### config.mk
export PLATFORM = sky130hd
export DESIGN_NAME = cmp_branch_unit
export DESIGN_NICKNAME = d
export VERILOG_FILES = /design/src/rtl/cmpflag_pkg.sv /design/src/rtl/cmp_subtract.sv /design/src/rtl/cmp_flag_reg.sv /design/src/rtl/cmp_branch_eval.sv /design/src/rtl/cmp_branch_unit.sv
export SDC_FILE = /design/constraint.sdc
export NUM_CORES = 1
export LEC_CHECK = 0
export BUFFER_PORTS_ARGS = -buffer_cell sky130_fd_sc_hd__buf_4
export CAP_MARGIN = 15
export CORE_UTILIZATION = 50
export CTS_BUF_LIST = sky130_fd_sc_hd__clkbuf_8
export DETAILED_ROUTE_END_ITERATION = 12
export PLACE_DENSITY = 0.79
export SETUP_SLACK_MARGIN = 0.2
export SYNTH_ARGS = -nofsm -noshare
export SYNTH_HDL_FRONTEND = slang
export SYNTH_SLANG_ARGS = --single-unit
### constraint.sdc
create_clock -name clk -period 5.5 [get_ports clk]
set_input_delay 0.55 -clock clk [delete_from_list [all_inputs] [get_ports clk]]
set_output_delay 0.55 -clock clk [all_outputs]
set_load 0.005 [all_outputs]
### src/rtl/cmpflag_pkg.sv
package cmpflag_pkg;

    localparam int unsigned COND_W = 3;

    typedef enum logic [COND_W-1:0] {
        COND_EQ  = 3'd0,
        COND_NE  = 3'd1,
        COND_LT  = 3'd2,
        COND_GT  = 3'd3,
        COND_AL  = 3'd4,
        COND_RS5 = 3'd5,
        COND_RS6 = 3'd6,
        COND_RS7 = 3'd7
    } cond_t;

    typedef struct packed {
        logic neg;
        logic zero;
        logic carry;
        logic ovf;
    } flags_t;

    typedef enum logic [1:0] {
        FL_CLEAR  = 2'd0,
        FL_UPDATE = 2'd1,
        FL_HOLD   = 2'd2
    } fl_step_t;

endpackage

### src/rtl/cmp_subtract.sv
module cmp_subtract
    import cmpflag_pkg::*;
#(
    parameter int unsigned WIDTH = 32
) (
    input  logic [WIDTH-1:0] opd_a,
    input  logic [WIDTH-1:0] opd_b,
    output flags_t           result
);
    localparam int unsigned MSB = WIDTH - 1;

    logic [WIDTH:0]   wide_diff;
    logic [WIDTH-1:0] diff;
    logic             borrow;

    always_comb begin
        wide_diff = {1'b0, opd_a} - {1'b0, opd_b};
        diff      = wide_diff[WIDTH-1:0];
        borrow    = wide_diff[WIDTH];

        result.neg   = diff[MSB];
        result.zero  = (diff == '0);
        result.carry = ~borrow;
        result.ovf   = (opd_a[MSB] != opd_b[MSB]) && (diff[MSB] != opd_a[MSB]);
    end

endmodule

### src/rtl/cmp_flag_reg.sv
module cmp_flag_reg
    import cmpflag_pkg::*;
(
    input  logic   clk,
    input  logic   rst,
    input  logic   cmp_valid,
    input  flags_t next_flags,
    output flags_t cur_flags
);
    fl_step_t step;

    always_comb begin
        if (rst)            step = FL_CLEAR;
        else if (cmp_valid) step = FL_UPDATE;
        else                step = FL_HOLD;
    end

    always_ff @(posedge clk) begin
        unique case (step)
            FL_CLEAR:  cur_flags <= '0;
            FL_UPDATE: cur_flags <= next_flags;
            FL_HOLD:   cur_flags <= cur_flags;
            default:   cur_flags <= '0;
        endcase
    end


    reset_clear_chk: assert property (@(posedge clk) rst |=> cur_flags == '0);


    flag_hold_chk: assert property (@(posedge clk) disable iff (rst)
        !cmp_valid |=> $stable(cur_flags));


    flag_load_chk: assert property (@(posedge clk) disable iff (rst)
        cmp_valid |=> cur_flags == $past(next_flags));

endmodule

### src/rtl/cmp_branch_eval.sv
module cmp_branch_eval
    import cmpflag_pkg::*;
(
    input  logic [COND_W-1:0] cond_sel,
    input  flags_t            cur_flags,
    output logic              taken
);
    cond_t cond;
    logic  n_ne_v;

    always_comb begin
        cond   = cond_t'(cond_sel);
        n_ne_v = cur_flags.neg ^ cur_flags.ovf;
        unique case (cond)
            COND_EQ: taken = cur_flags.zero;
            COND_NE: taken = ~cur_flags.zero;
            COND_LT: taken = n_ne_v;
            COND_GT: taken = ~cur_flags.zero & ~n_ne_v;
            COND_AL: taken = 1'b1;
            default: taken = 1'b0;
        endcase
    end


    always_comb begin
        if (cond_sel > 3'd4) begin
            reserved_never_chk: assert (taken == 1'b0);
        end
    end

endmodule

### src/rtl/cmp_branch_unit.sv
module cmp_branch_unit
    import cmpflag_pkg::*;
#(
    parameter int unsigned WIDTH = 32
) (
    input  logic              clk,
    input  logic              rst,
    input  logic              cmp_valid,
    input  logic [WIDTH-1:0]  opd_a,
    input  logic [WIDTH-1:0]  opd_b,
    input  logic [COND_W-1:0] cond_sel,
    output logic [3:0]        flags,
    output logic              taken
);
    flags_t sub_flags;
    flags_t held_flags;

    cmp_subtract #(.WIDTH(WIDTH)) u_sub (
        .opd_a  (opd_a),
        .opd_b  (opd_b),
        .result (sub_flags)
    );

    cmp_flag_reg u_freg (
        .clk        (clk),
        .rst        (rst),
        .cmp_valid  (cmp_valid),
        .next_flags (sub_flags),
        .cur_flags  (held_flags)
    );

    cmp_branch_eval u_br (
        .cond_sel  (cond_sel),
        .cur_flags (held_flags),
        .taken     (taken)
    );

    assign flags = held_flags;


    zero_equal_chk: assert property (@(posedge clk) disable iff (rst)
        cmp_valid |=> flags[2] == (opd_a_q == opd_b_q));


    carry_noborrow_chk: assert property (@(posedge clk) disable iff (rst)
        cmp_valid |=> flags[1] == (opd_a_q >= opd_b_q));


    lt_signed_chk: assert property (@(posedge clk) disable iff (rst)
        (cmp_valid ##1 (cond_sel == 3'd2)) |-> taken == ($signed(opd_a_q) < $signed(opd_b_q)));


    always_taken_chk: assert property (@(posedge clk) disable iff (rst)
        (cond_sel == 3'd4) |-> taken);

    logic [WIDTH-1:0] opd_a_q;
    logic [WIDTH-1:0] opd_b_q;

    always_ff @(posedge clk) begin
        opd_a_q <= opd_a;
        opd_b_q <= opd_b;
    end

endmodule

==> impl_metrics.yaml <==
status:
  status: "completed"
power:
  p_leak_uw: 0.00138
  p_seq_share_pct: 9.8
  internal-power_uw: 216
  p_switching_uw: 175
  p_per_area_nw_per_um2: 136
  sw_frac_of_total_pct: 44.8
  max-vdd-ir-drop_mv: 0.0574
  combPwrFrac_pct: 74.0
  clock_power_share_pct: 16.2
place:
  pre_cts_ws_ns: 1.83
  dpl.cell_count: 447
  dp_hpwl_mm: 5.15
  place_congestion: 0.899
  io_buffers: 74
clock_network:
  numClockSinks: 4
  cts_resized: 0
  cts_buffers: 3
  path_clk_slew_ns: 0.03
  cts-root-buf: "clkbuf_8"
  cts_htree_levels: 1
  cts_setup_buffers: 0
  hold_buffers: 0
  clock_path_buffers: 2
  tritoncts: "built"
hold_path:
  hold_depth: 2
  hold_start: "rst"
  hold_class: "in -> reg"
  hold_path_end: "u_freg.cur_flags[2]"
setup_path:
  critPathLaunchType: "input pin"
  worstSetupPathType: "in -> reg"
  required_ns: 5.55
  cp_max_fo: 6
  cp.arrival_ns: 3.48
  cp-end-kind: "flip-flop"
layout:
  syn2layout_area_growth_pct: 26.5
  largest_reg_flops: 4
  layout-drive-gt1-share_pct: 22.4
  final_core_util_pct: 65.9
  reg.largest.list: "u_freg.cur_flags: 4 flops"
  regArea_sq_um: 120
  instances_no_fill: 450
  n_fill_cell: 394
  largest_register: "u_freg.cur_flags"
  num_antenna_cells: 0
  multi_input_area_sq_um: 1930
  nets: 503
drt:
  vias: 2672
  drt_first_iter_violations: 145
  avgViaCountPerCell: 5.94
  drc: 0
  ant_nets: 0
  wl_per_cell_microns: 13.7
  dr.pass1.iters: 5
  drt_wl_total_mm: 6.18
floorplanning:
  die_height_microns: 69.3
  core_area_sq_um: 4350
  die-area_sq_um: 4810
  die_x_microns: 69.3
  initial_core_util_pct: 52.1
  io_pins: 75
  num_rows: 24
grt:
  grt_max_degree: 13
  grt_pass1_vias: 2436
  grt_pass1_wl_mm: 10.5
  grt.total_usage_pct: 25.4
  grt_antenna_before_repair: 0
  grt-ovfl-total: 0
run:
  drv_cap: 0
logic_synthesis:
  async_reset_ff_share_pct: 0
  syn_nets: 437
  synth-main-ff-cell: "edfxtp_1"
  synth_edf_count: 4
  ys_ff_latch: 4
  synth.most_common_cell: "inv_1"
  ys_top_cells_by_count: "inv_1 (40), a21oi_1 (34), ha_1 (32)"
  synth_area_leader_cell: "ha_1"
  netlist_area_sq_um: 2270
  netlist_top_cells_area: "ha_1 (18%), a21oi_1 (7.5%), inv_1 (6.6%)"
  synthDominantCellAreaShare_pct: 17.7
  ys_seq_area_share_pct: 5.30
  synth_cell_type_count: 57
  postSynthCellCount: 334
  synth_warnings: 0
  syn_area_per_cell_sq_um: 6.79
timing:
  hold_violations: 0
  fin_crit_sh_pct: 62.4
  rsz0062_at_grt: "false"
  tightestPinTransition_ns: 0.534
  finalSetupTns_ns: 0
  setup_ws_ns: 2.07
  timing.fmax_ghz: 0.291
  slew_violations: 0
  setup_viol: 0
  slew-limit-headroom_pct: 64.3
  min_period_ns: 3.43
worst max-delay path: stages:
cell and delay [ns]:
buf_4 0.07, inv_1 0.03, ha_1 0.21, fa_1 0.43
nand2b_1 0.17, a21oi_1 0.39, o211ai_1 0.19, and3_1 0.20
o211ai_1 0.20, xnor2_1 0.14, nand3_1 0.11, a2111oi_2 0.36
nand4_1 0.14, nor4b_2 0.28
cell usage in the layout (no fill, tap or decap), types with 5 or more instances in the layout:
master	instances
inv_1	40
o21a_1	6
xor2_1	7
ha_1	32
buf_4	74
o21ai_0	19
nor2_1	18
xnor2_1	14
a21o_1	8
a21oi_1	34
and3_1	5
nand3_1	10
nand2_1	31
nand4_1	11
o2111ai_1	5
nand2b_1	6
nor3_1	6
logic make-up after synthesis:
family	Yosys count	synth area share (%)
mux	3	1.43
buf+inv	54	9.49
simple gates	109	25.3
flops	4	5.30
fa+ha+maj	33	18.5
compound gates	110	31.8
xor+xnor	21	8.11
per-layer routing:
metal | vias to the layer above | part of all wire, % | track usage (%)
met5 | - | 0 | 0
met4 | 0 | 0.91 | 4.54
met3 | 9 | 7.2 | 2.18
met2 | 122 | 47 | 44.1
met1 | 1194 | 45 | 34.4
li1 | 1347 | - | -
worst max path at each step:
stage	end	start	slack, ns
CTS	u_freg.cur_flags[2]	opd_a[0]	2.04
floorplan	u_freg.cur_flags[2]	opd_a[0]	2.15
detailed placement	u_freg.cur_flags[2]	opd_a[0]	1.83
global placement	u_freg.cur_flags[2]	opd_a[0]	1.90
global route	u_freg.cur_flags[2]	opd_a[0]	1.79
finish	u_freg.cur_flags[2]	opd_a[0]	2.07
through the flow:
stage	hold slack, ns	cell area, sq um	power, uW
floorplan	0.801	2270	236
global placement	0.926	2830	319
detailed placement	0.945	2830	323
CTS	0.721	2870	387
global route	0.732	2870	424
finish	0.720	2870	391
area by class of cell:
cell class / count / share of cell area, %
clock buffers: 3 / 1.44
flip-flops and latches: 4 / 4.19
inverters: 41 / 5.37
multi-input cells: 276 / 67.4
well taps: 52 / 2.27
repair buffers: 74 / 19.4
power by group through the flow:
| stage | registers [uW] | logic (uW) | clock network (uW) |
|---|---|---|---|
| global route | 38.6 | 319 | 66.2 |
| CTS | 38.4 | 286 | 63.4 |
| finish | 38.3 | 289 | 63.4 |
| floorplan | 38.8 | 197 | 0 |
| detailed placement | 38.8 | 284 | 0 |
| global placement | 38.5 | 280 | 0 |
Note: power is estimated with default switching activity, not from simulation.
